--- src/rtl/disk_cmd_pkg.sv ---
package disk_cmd_pkg;

    localparam logic [1:0] WINDOW_ID     = 2'b11;

    localparam logic [3:0] CMD_NOP       = 4'd0;
    localparam logic [3:0] CMD_CLR_SF    = 4'd1;
    localparam logic [3:0] CMD_IRQ_OFF   = 4'd2;
    localparam logic [3:0] CMD_IRQ_ON    = 4'd3;
    localparam logic [3:0] CMD_MOTOR_ON  = 4'd5;
    localparam logic [3:0] CMD_RESET     = 4'd7;

    localparam logic [3:0] SEL_A         = 4'd1;
    localparam logic [3:0] SEL_B         = 4'd2;
    localparam logic [3:0] SEL_C         = 4'd3;
    localparam logic [3:0] SEL_DATA      = 4'd4;

    typedef enum logic [1:0] {
        PH_GAP        = 2'd0,
        PH_WINDOW     = 2'd1,
        PH_BODY_EARLY = 2'd2,
        PH_BODY       = 2'd3
    } phase_e;

endpackage

--- src/rtl/disk_sector_timer.sv ---
module disk_sector_timer #(
    parameter int WAIT_LEN = 10,
    parameter int WIN_AT   = 2,
    parameter int BODY_AT  = 3,
    parameter int SECTORS  = 10,
    localparam int CNT_W   = $clog2(WAIT_LEN + 1),
    localparam int SEC_W   = $clog2(SECTORS)
) (
    input  logic             clk,
    input  logic             rst_n,
    input  logic             tick,
    output logic             win_evt,
    output logic             body_evt,
    output logic             sect_evt,
    output logic             wrap_evt,
    output logic [SEC_W-1:0] sector_d
);

    logic [CNT_W-1:0] cnt_q, cnt_d, cnt_inc;
    logic [SEC_W-1:0] sector_q;

    always_comb begin
        cnt_inc  = cnt_q + 1'b1;
        win_evt  = tick && (cnt_inc == CNT_W'(WIN_AT));
        body_evt = tick && (cnt_inc == CNT_W'(BODY_AT));
        sect_evt = tick && (cnt_inc == CNT_W'(WAIT_LEN));
        wrap_evt = sect_evt && (sector_q == SEC_W'(SECTORS - 1));
        cnt_d    = cnt_q;
        sector_d = sector_q;
        if (tick) begin
            cnt_d = sect_evt ? '0 : cnt_inc;
        end
        if (sect_evt) begin
            sector_d = wrap_evt ? '0 : sector_q + 1'b1;
        end
    end

    always_ff @(posedge clk or negedge rst_n) begin
        if (!rst_n) begin
            cnt_q    <= '0;
            sector_q <= '0;
        end else begin
            cnt_q    <= cnt_d;
            sector_q <= sector_d;
        end
    end

endmodule

--- src/rtl/disk_phase_fsm.sv ---
module disk_phase_fsm
    import disk_cmd_pkg::*;
(
    input  logic clk,
    input  logic rst_n,
    input  logic win_evt,
    input  logic body_evt,
    input  logic sect_evt,
    output logic win_d,
    output logic rden_d,
    output logic body_d
);

    phase_e state_q, state_d;

    always_comb begin
        state_d = state_q;
        if (sect_evt) begin
            state_d = PH_GAP;
        end else if (win_evt) begin
            unique case (state_q)
                PH_GAP:        state_d = PH_WINDOW;
                PH_BODY_EARLY: state_d = PH_BODY;
                PH_WINDOW:     state_d = PH_WINDOW;
                PH_BODY:       state_d = PH_BODY;
            endcase
        end else if (body_evt) begin
            unique case (state_q)
                PH_GAP:        state_d = PH_BODY_EARLY;
                PH_WINDOW:     state_d = PH_BODY;
                PH_BODY_EARLY: state_d = PH_BODY_EARLY;
                PH_BODY:       state_d = PH_BODY;
            endcase
        end
    end

    always_ff @(posedge clk or negedge rst_n) begin
        if (!rst_n) begin
            state_q <= PH_GAP;
        end else begin
            state_q <= state_d;
        end
    end

    always_comb begin
        win_d  = 1'b0;
        rden_d = 1'b0;
        body_d = 1'b0;
        unique case (state_d)
            PH_GAP:        ;
            PH_WINDOW:     win_d = 1'b1;
            PH_BODY_EARLY: begin
                rden_d = 1'b1;
                body_d = 1'b1;
            end
            PH_BODY:       begin
                win_d  = 1'b1;
                rden_d = 1'b1;
                body_d = 1'b1;
            end
        endcase
    end

endmodule

--- src/rtl/disk_stat_mux.sv ---
module disk_stat_mux
    import disk_cmd_pkg::*;
(
    input  logic [3:0] sel,
    input  logic       sf,
    input  logic       ix,
    input  logic       mo,
    input  logic       win,
    input  logic       rden,
    input  logic       body,
    input  logic       wr,
    input  logic       wp,
    input  logic       t0,
    input  logic [3:0] sector,
    output logic [7:0] stat_byte,
    output logic       is_data
);

    logic [3:0] upper;

    always_comb begin
        upper   = {sf, ix, 1'b1, mo};
        is_data = 1'b0;
        case (sel)
            SEL_A:    stat_byte = {upper, win, rden, 1'b0, body};
            SEL_B:    stat_byte = {upper, wr, 1'b0, wp, t0};
            SEL_C:    stat_byte = {upper, sector};
            SEL_DATA: begin
                stat_byte = 8'h00;
                is_data   = 1'b1;
            end
            default:  stat_byte = {upper, 4'h0};
        endcase
    end

endmodule

--- src/rtl/disk_cmd_stat.sv ---
module disk_cmd_stat
    import disk_cmd_pkg::*;
#(
    parameter int NUM_DRIVES = 4,
    parameter int WAIT_LEN   = 10,
    parameter int WIN_AT     = 2,
    parameter int BODY_AT    = 3,
    parameter int SECTORS    = 10,
    localparam int DRV_W     = $clog2(NUM_DRIVES),
    localparam int SEC_W     = $clog2(SECTORS)
) (
    input  logic             clk,
    input  logic             rst_n,
    input  logic             cyc_valid,
    input  logic [9:0]       cyc_addr,
    input  logic [DRV_W-1:0] drive_sel,
    input  logic             write_active,
    input  logic             write_prot,
    input  logic             track_zero,
    output logic [7:0]       rd_data,
    output logic             rsp_valid,
    output logic             xfer_clr,
    output logic             data_sel,
    output logic             motor_on,
    output logic             irq_armed
);

    logic       hit, nop_hit, clr_d;
    logic [3:0] cmd, sel;

    assign hit     = cyc_valid && (cyc_addr[9:8] == WINDOW_ID);
    assign cmd     = cyc_addr[3:0];
    assign sel     = cyc_addr[7:4];
    assign nop_hit = hit && (cmd == CMD_NOP);

    logic             win_a  [NUM_DRIVES];
    logic             body_a [NUM_DRIVES];
    logic             sect_a [NUM_DRIVES];
    logic             wrap_a [NUM_DRIVES];
    logic [SEC_W-1:0] sec_a  [NUM_DRIVES];

    for (genvar d = 0; d < NUM_DRIVES; d++) begin : g_drive
        disk_sector_timer #(
            .WAIT_LEN (WAIT_LEN),
            .WIN_AT   (WIN_AT),
            .BODY_AT  (BODY_AT),
            .SECTORS  (SECTORS)
        ) u_timer (
            .clk      (clk),
            .rst_n    (rst_n),
            .tick     (nop_hit && (drive_sel == DRV_W'(d))),
            .win_evt  (win_a[d]),
            .body_evt (body_a[d]),
            .sect_evt (sect_a[d]),
            .wrap_evt (wrap_a[d]),
            .sector_d (sec_a[d])
        );
    end

    logic win_s, body_s, sect_s, wrap_s;
    logic [3:0] sector_s;

    assign win_s    = win_a[drive_sel];
    assign body_s   = body_a[drive_sel];
    assign sect_s   = sect_a[drive_sel];
    assign wrap_s   = wrap_a[drive_sel];
    assign sector_s = 4'(sec_a[drive_sel]);

    logic win_d, rden_d, body_d;

    disk_phase_fsm u_phase (
        .clk      (clk),
        .rst_n    (rst_n),
        .win_evt  (win_s),
        .body_evt (body_s),
        .sect_evt (sect_s),
        .win_d    (win_d),
        .rden_d   (rden_d),
        .body_d   (body_d)
    );

    logic sf_q, ix_q, mo_q, irq_q;
    logic sf_d, ix_d, mo_d, irq_d;

    always_comb begin
        sf_d  = sf_q;
        ix_d  = ix_q;
        mo_d  = mo_q;
        irq_d = irq_q;
        clr_d = 1'b0;
        if (hit) begin
            case (cmd)
                CMD_CLR_SF:   begin
                    sf_d  = 1'b0;
                    clr_d = 1'b1;
                end
                CMD_IRQ_OFF:  irq_d = 1'b0;
                CMD_IRQ_ON:   irq_d = 1'b1;
                CMD_MOTOR_ON: mo_d  = 1'b1;
                CMD_RESET:    mo_d  = 1'b0;
                default:      ;
            endcase
        end
        if (sect_s) begin
            sf_d = 1'b1;
            ix_d = wrap_s;
        end
    end

    logic [7:0] stat_byte;
    logic       is_data;

    disk_stat_mux u_mux (
        .sel       (sel),
        .sf        (sf_d),
        .ix        (ix_d),
        .mo        (mo_d),
        .win       (win_d),
        .rden      (rden_d),
        .body      (body_d),
        .wr        (write_active),
        .wp        (write_prot),
        .t0        (track_zero),
        .sector    (sector_s),
        .stat_byte (stat_byte),
        .is_data   (is_data)
    );

    always_ff @(posedge clk or negedge rst_n) begin
        if (!rst_n) begin
            sf_q      <= 1'b0;
            ix_q      <= 1'b0;
            mo_q      <= 1'b0;
            irq_q     <= 1'b0;
            rd_data   <= 8'h00;
            rsp_valid <= 1'b0;
            xfer_clr  <= 1'b0;
            data_sel  <= 1'b0;
        end else begin
            sf_q      <= sf_d;
            ix_q      <= ix_d;
            mo_q      <= mo_d;
            irq_q     <= irq_d;
            rsp_valid <= hit;
            rd_data   <= hit ? stat_byte : 8'h00;
            xfer_clr  <= clr_d;
            data_sel  <= hit && is_data;
        end
    end

    assign motor_on  = mo_q;
    assign irq_armed = irq_q;

endmodule

--- config.mk ---
export PLATFORM = sky130hd
export DESIGN_NAME = disk_cmd_stat
export DESIGN_NICKNAME = d
export VERILOG_FILES = /design/src/rtl/disk_cmd_pkg.sv /design/src/rtl/disk_sector_timer.sv /design/src/rtl/disk_phase_fsm.sv /design/src/rtl/disk_stat_mux.sv /design/src/rtl/disk_cmd_stat.sv
export SDC_FILE = /design/constraint.sdc
export NUM_CORES = 1
export LEC_CHECK = 0
export BUFFER_PORTS_ARGS = -buffer_cell sky130_fd_sc_hd__buf_2
export CAP_MARGIN = 10
export CORE_ASPECT_RATIO = 1.5
export CORE_MARGIN = 2
export CORE_UTILIZATION = 60
export DETAILED_ROUTE_END_ITERATION = 10
export PLACE_DENSITY = 0.86
export SLEW_MARGIN = 10
export SYNTH_ARGS = -nofsm -noshare
export SYNTH_HDL_FRONTEND = slang
export SYNTH_SLANG_ARGS = --single-unit
--- constraint.sdc ---
create_clock -name clk -period 4.3 [get_ports clk]
set_clock_uncertainty 0.15 [all_clocks]
set_input_delay 0.645 -clock clk [delete_from_list [all_inputs] [get_ports clk]]
set_output_delay 0.645 -clock clk [all_outputs]
set_load 0.01 [all_outputs]
Word-level counts from Yosys, hierarchy flattened
Index checks and enable logic that the tools add are counted.
{"block": "totals", "ff_bits": 49, "out_inout_bits": 13, "word_cells": 142}
{"block": "classes", "addsub": 8, "magnitude_cmp": 1, "n_eq_ne": 35, "muxes": 46, "bitwise": 1, "n_reduce_logical": 34}
{"op": "$mux W4", "n": 14}
{"op": "$eq A4 B2 Y1 const B", "n": 12}
{"op": "$add A4 B1 Y4 const B", "n": 8}
{"op": "$eq A4 B4 Y1 const B", "n": 8}
{"op": "$pmux W8 S4", "n": 1}
{"op": "$logic_and A1 B1 Y1", "n": 23}
{"op": "$mux W1", "n": 18}
{"op": "$eq A2 B2 Y1 const B", "n": 7}
{"op": "$eq A4 B3 Y1 const B", "n": 3}
{"op": "$reduce_or A2 Y1", "n": 6}
{"op": "$bmux W1 S2", "n": 4}
{"op": "$bmux W4 S2", "n": 1}
{"op": "$eq A4 B1 Y1 const B", "n": 2}
{"op": "$mux W8", "n": 1}
{"op": "$pmux W2 S2", "n": 2}
{"op": "$eq A2 B1 Y1 const B", "n": 3}
{"op": "$mux W2", "n": 3}
{"op": "$logic_not A2 Y1", "n": 2}
{"op": "$logic_not A4 Y1", "n": 1}
{"op": "$pmux W1 S2", "n": 2}
{"op": "$ge A3 B3 Y1 const B", "n": 1}
{"op": "$not A2 Y3", "n": 1}
{"op": "$reduce_and A2 Y1", "n": 1}
{"op": "$reduce_bool A2 Y1", "n": 1}

Depth between registers and ports, before layout
{"block": "depth", "ltp_word": 16, "ltp_mapped": 9, "depth_no_buf": 9}

Modules after synthesis
From an unflattened synthesis, not the netlist that was laid out.
{"block": "hier_totals", "hier_cells": 273, "area_unflattened_um2": 2956.6}
{"mod": "disk_sector_timer", "n_inst": 4, "cells_each": 49, "area_each_um2": 491.7}
{"mod": "disk_cmd_stat", "n_inst": 1, "cells_each": 52, "area_each_um2": 752.0}
{"mod": "disk_stat_mux", "n_inst": 1, "cells_each": 16, "area_each_um2": 150.1}
{"mod": "disk_phase_fsm", "n_inst": 1, "cells_each": 9, "area_each_um2": 87.6}

Worst setup path after synthesis
No wires, ideal clock.
{"block": "synth_timing", "path_type": "input -> register", "from": "input port drive_sel[0]", "to": "register rd_data[3]", "setup_time_ps": 128, "arrival_ps": 2435, "t_required_ps": 4022, "path_slack_ps": 1588, "cell_stages": 7, "n_path_buf": 1, "cell_sequence": "clkbuf_1 -> or2_2 -> a2111oi_4 -> o21ai_0 -> a221o_1 -> o221ai_1 -> o22ai_1"}
{"block": "synth_via", "elab_cells_between_ends": 54, "classes_between": "5 x eq/ne; 26 x mux; 1 x bitwise; 22 x reduce/logical"}
{"element": "start: declaration", "line": "disk_cmd_stat.sv:16", "rtl": "input logic [DRV_W-1:0] drive_sel,"}
{"element": "$logic_not A2 Y1 (*)", "line": "disk_cmd_stat.sv:51", "rtl": ".tick (nop_hit && (drive_sel == DRV_W'(d))),"}
{"element": "$logic_and A1 B1 Y1 (*)", "line": "disk_cmd_stat.sv:51"}
{"element": "$logic_and A1 B1 Y1 (*)", "line": "disk_sector_timer.sv:26", "rtl": "sect_evt = tick && (cnt_inc == CNT_W'(WAIT_LEN));"}
{"element": "$logic_and A1 B1 Y1", "line": "disk_sector_timer.sv:27", "rtl": "wrap_evt = sect_evt && (sector_q == SEC_W'(SECTORS - 1));"}
{"element": "$mux W4", "line": "disk_sector_timer.sv:34", "rtl": "sector_d = wrap_evt ? '0 : sector_q + 1'b1;"}
{"element": "$mux W4 (*)", "line": "disk_sector_timer.sv:33", "rtl": "if (sect_evt) begin"}
{"element": "named net g_drive[0].u_timer.sector_d[3]", "line": "disk_sector_timer.sv:16", "rtl": "output logic [SEC_W-1:0] sector_d"}
{"element": "$bmux W4 S2 (*)", "line": "disk_cmd_stat.sv:67", "rtl": "assign sector_s = 4'(sec_a[drive_sel]);"}
{"element": "$mux W4 (implied by the code) (*) (2 in series)", "line": "disk_cmd_stat.sv:67"}
{"element": "$pmux W8 S4 (*)", "line": "disk_stat_mux.sv:24", "rtl": "case (sel)"}
{"element": "$mux W8 (*)", "line": "disk_cmd_stat.sv:145", "rtl": "rd_data <= hit ? stat_byte : 8'h00;"}
{"element": "end signal: assignment", "line": "disk_cmd_stat.sv:145"}
{"element": "end: declaration", "line": "disk_cmd_stat.sv:20", "rtl": "output logic [7:0] rd_data,"}
The timed path passes the listed nets; every way through them passes the cells marked *. The select of a mux whose other input is x is not followed.
A chain may end at the register's enable or synchronous reset.

Final worst setup path
{"block": "layout_timing", "from": "input port cyc_addr[0]", "to": "register rd_data[3]"}
{"block": "layout_via", "elab_cells_between_ends": 51, "classes_between": "2 x eq/ne; 26 x mux; 23 x reduce/logical"}
{"element": "start: declaration", "line": "disk_cmd_stat.sv:15", "rtl": "input logic [9:0] cyc_addr,"}
{"element": "$logic_not A4 Y1 (*)", "line": "disk_cmd_stat.sv:34", "rtl": "assign nop_hit = hit && (cmd == CMD_NOP);"}
{"element": "$logic_and A1 B1 Y1 (*)", "line": "disk_cmd_stat.sv:34"}
{"element": "$logic_and A1 B1 Y1 (*)", "line": "disk_cmd_stat.sv:51"}
{"element": "$logic_and A1 B1 Y1 (*)", "line": "disk_sector_timer.sv:26"}
{"element": "$logic_and A1 B1 Y1", "line": "disk_sector_timer.sv:27"}
{"element": "$mux W4", "line": "disk_sector_timer.sv:34"}
{"element": "$mux W4 (*)", "line": "disk_sector_timer.sv:33"}
{"element": "named net g_drive[0].u_timer.sector_d[3]", "line": "disk_sector_timer.sv:16"}
{"element": "$bmux W4 S2 (*)", "line": "disk_cmd_stat.sv:67"}
{"element": "$mux W4 (implied by the code) (*) (2 in series)", "line": "disk_cmd_stat.sv:67"}
{"element": "$pmux W8 S4 (*)", "line": "disk_stat_mux.sv:24"}
{"element": "$mux W8 (*)", "line": "disk_cmd_stat.sv:145"}
Marks and branches as above.

==> metrics.yaml <==
tightest_slew_ns: 0.758
ys_async_sr_fraction: 1.00
root_buffer: "clkbuf_8"
wl_mm: 7.04
wl_per_cell_um: 16.3
synth-main-ff-cell: "dfrtp_1"
drv_slew: 0
rsz0062_at_grt: "false"
antenna_found_initial: 0
syn-num-nets: 371
grtUsageTotal: 0.260
start_util: 0.612
drtIter0Drc: 177
drive_gt1_frac: 0.160
grt_pass1_wl_mm: 11.9
fp-row-count: 32
clk_latency_ns: 0.31
synth_area_um2: 3110
place.gp.congestion: 0.851
synth-seq-area-share: 0.394
syn2layout_area_growth_pct: 9.98
cts_setup_buffers: 0
fin_crit_sh: 0.692
hold_viol_final: 0
grt_overflow: 0
htreeDepth: 2
maxSlewHeadroom: 0.490
antenna_left: 0
leakage_nw: 1.57
syn_inst: 333
synth_edf_count: 0
drc_errors: 0
timing.rr.start: "g_drive[1].u_timer.cnt_q[0]$_DFFE_PN0N_"
dr.pass1.iters: 4
finalCriticalPeriod_ns: 2.97
setup_viol: 0
power.density_nw_per_um2: 274
fp.dieH_um: 92.2
criticalPathCategory: "in2reg"
ys_ff_latch: 49
fin_nets: 400
fin_util: 0.673
outcome: "finished clean"
worstSetupStartpointType: "input pin"
design.core.area_um2: 5080
hpwl_mm: 5.27
path_clk_slew_ns: 0.08
syn_avg_cell_area_um2: 9.34
clkSinkCount: 49
path_max_fanout: 12
maxCapViolCount: 0
cts_buffer_depth: 2
fin_tns_setup_ns: 0
ys_types: 63
timing.fmax_mhz: 336
rrSetupSlack_ns: 1.35
vias: 2654
vdd_drop_max_mv: 0.200
cts_resized: 0
min_path_type: "in2async"
ios: 31
numPortBuffers: 30
worstPathArrival_ns: 3.01
diodes: 0
die_area_um2: 5790
die_w_um: 62.8
yosys_warnings: 0
cp-end-kind: "register"
cts_made_buffers: 5
grt_start_max_net_pins: 50
worstPathRequired_ns: 4.33
r2r_end: "rd_data[0]$_DFF_PN0_"
drt-vias-per-instance: 6.16
reg2reg_depth: 7
cts_tree: "yes"
cts_hold_buf: 0
grt_pass1_vias: 2599
[through the flow]
stage | power, mW | hold WS (ns) | setup WS [ns] | instances | instance area, µm²
after floorplan | 0.566 | 0.199 | 1.59 | 333 | 3110
after global placement | 0.607 | 0.314 | 1.08 | 423 | 3310
after detailed placement | 0.612 | 0.314 | 1.05 | 423 | 3310
after CTS | 0.940 | 0.305 | 1.34 | 431 | 3420
after global routing | 0.977 | 0.350 | 1.14 | 431 | 3420
final | 0.937 | 0.275 | 1.33 | 431 | 3420
[worst max-delay path, cell delays in order]
cell and delay, ns:
buf_2 0.13, nor4_4 0.45, nand2_2 0.26, a2111oi_4 0.60, o21ai_0 0.19, a221o_1 0.42
o221ai_1 0.20, o22ai_1 0.11
[routing by layer]
layer	GRT usage	routed length, µm	up-vias
met1	0.299	2810	1289
met3	0.0442	243	24
li1	-	-	1282
met5	0	0	-
met2	0.462	3720	59
met4	0.128	273	0
[report_power, final]
part	leakage (nW)	switching, mW	internal, mW	total [mW]
Sequential	0.644	0.0178	0.474	0.492
Clock	0.0554	0.158	0.175	0.333
Combinational	0.868	0.0700	0.0421	0.112
[Yosys cell counts (all sizes together) (2+ instances only)]
cell type	instances	area share
a41oi	4	0.011
nand3b	3	0.0072
a21boi	3	0.0072
nor3b	2	0.0048
o311ai	2	0.0056
o31ai	6	0.014
o2111ai	4	0.011
a211oi	5	0.012
o22ai	2	0.0040
dfrtp	49	0.39
nand2	32	0.039
xnor2	6	0.017
o211ai	4	0.011
xor2	4	0.011
and2	5	0.010
nand3	15	0.024
clkbuf	7	0.0088
a32oi	2	0.0056
and3b	4	0.011
nor3	9	0.018
or3	7	0.014
a21oi	9	0.014
nand2b	5	0.010
ha	20	0.080
nor2	29	0.035
nor2b	7	0.014
and3	4	0.0080
mux2	8	0.030
nand4	4	0.0080
nor4	4	0.013
or2	3	0.0060
nand4b	2	0.0056
a31oi	6	0.012
o21ai	17	0.027
a21o	3	0.0076
inv	19	0.023
buf	2	0.0052
[cell type report]
type                       instances  area (µm²)
tap                               68        85.1
inverter                          19        71.3
clock inverter                     2        38.8
timing repair buffer              31         158
clock buffer                       6        72.6
multi-input combinational        256        1770
sequential                        49        1230
fill                             416        1660
[flip-flops by register name, indices dropped and copies added, names as in the netlist]
signal                    count
u_phase.state_q               2
ix_q                          1
rsp_valid                     1
motor_on                      1
data_sel                      1
xfer_clr                      1
rd_data                       8
sf_q                          1
g_drive.u_timer.sector_q     16
g_drive.u_timer.cnt_q        16
irq_armed                     1
[worst max-delay path by stage]
stage            startpoint                   end  slack [ns]  cells after the start
5_1_grt         cyc_addr[8]  rd_data[3]$_DFF_PN0_        1.14                      9
4_1_cts         cyc_addr[0]  rd_data[3]$_DFF_PN0_        1.34                      8
2_1_floorplan  drive_sel[0]  rd_data[3]$_DFF_PN0_        1.59                      7
3_3_place_gp    cyc_addr[8]  rd_data[0]$_DFF_PN0_        1.08                      9
3_5_place_dp    cyc_addr[0]  rd_data[3]$_DFF_PN0_        1.05                      8
6_report        cyc_addr[0]  rd_data[3]$_DFF_PN0_        1.33                      8
[cell families (layout without fill, tap and decap cells)]
family                     after synthesis  count (layout)  share of synthesized area
AOI/OAI and AO/OA                       79              79                      0.187
xor gates and xnor gates                10              10                     0.0282
adders and majority gates               20              20                     0.0805
buffers and inverters                   28              58                     0.0370
DFF                                     49              49                      0.394
muxes                                    9               9                     0.0334
and+or+nand+nor                        138             138                      0.240
[cells in the final DEF, fill, tap and decap left out, types with 5 or more instances in the layout]
cell type / instances
dfrtp_1: 49
nand2_1: 31
buf_2: 30
nor2_1: 29
ha_1: 20
inv_1: 19
o21ai_0: 17
nand3_1: 15
a21oi_1: 9
nor3_1: 8
or3_1: 7
nor2b_1: 7
mux2_2: 7
a31oi_1: 6
xnor2_1: 6
o31ai_1: 6
nand2b_1: 5
a211oi_1: 5
clkbuf_8: 5
No activity file was read; power rests on OpenSTA's default activity.
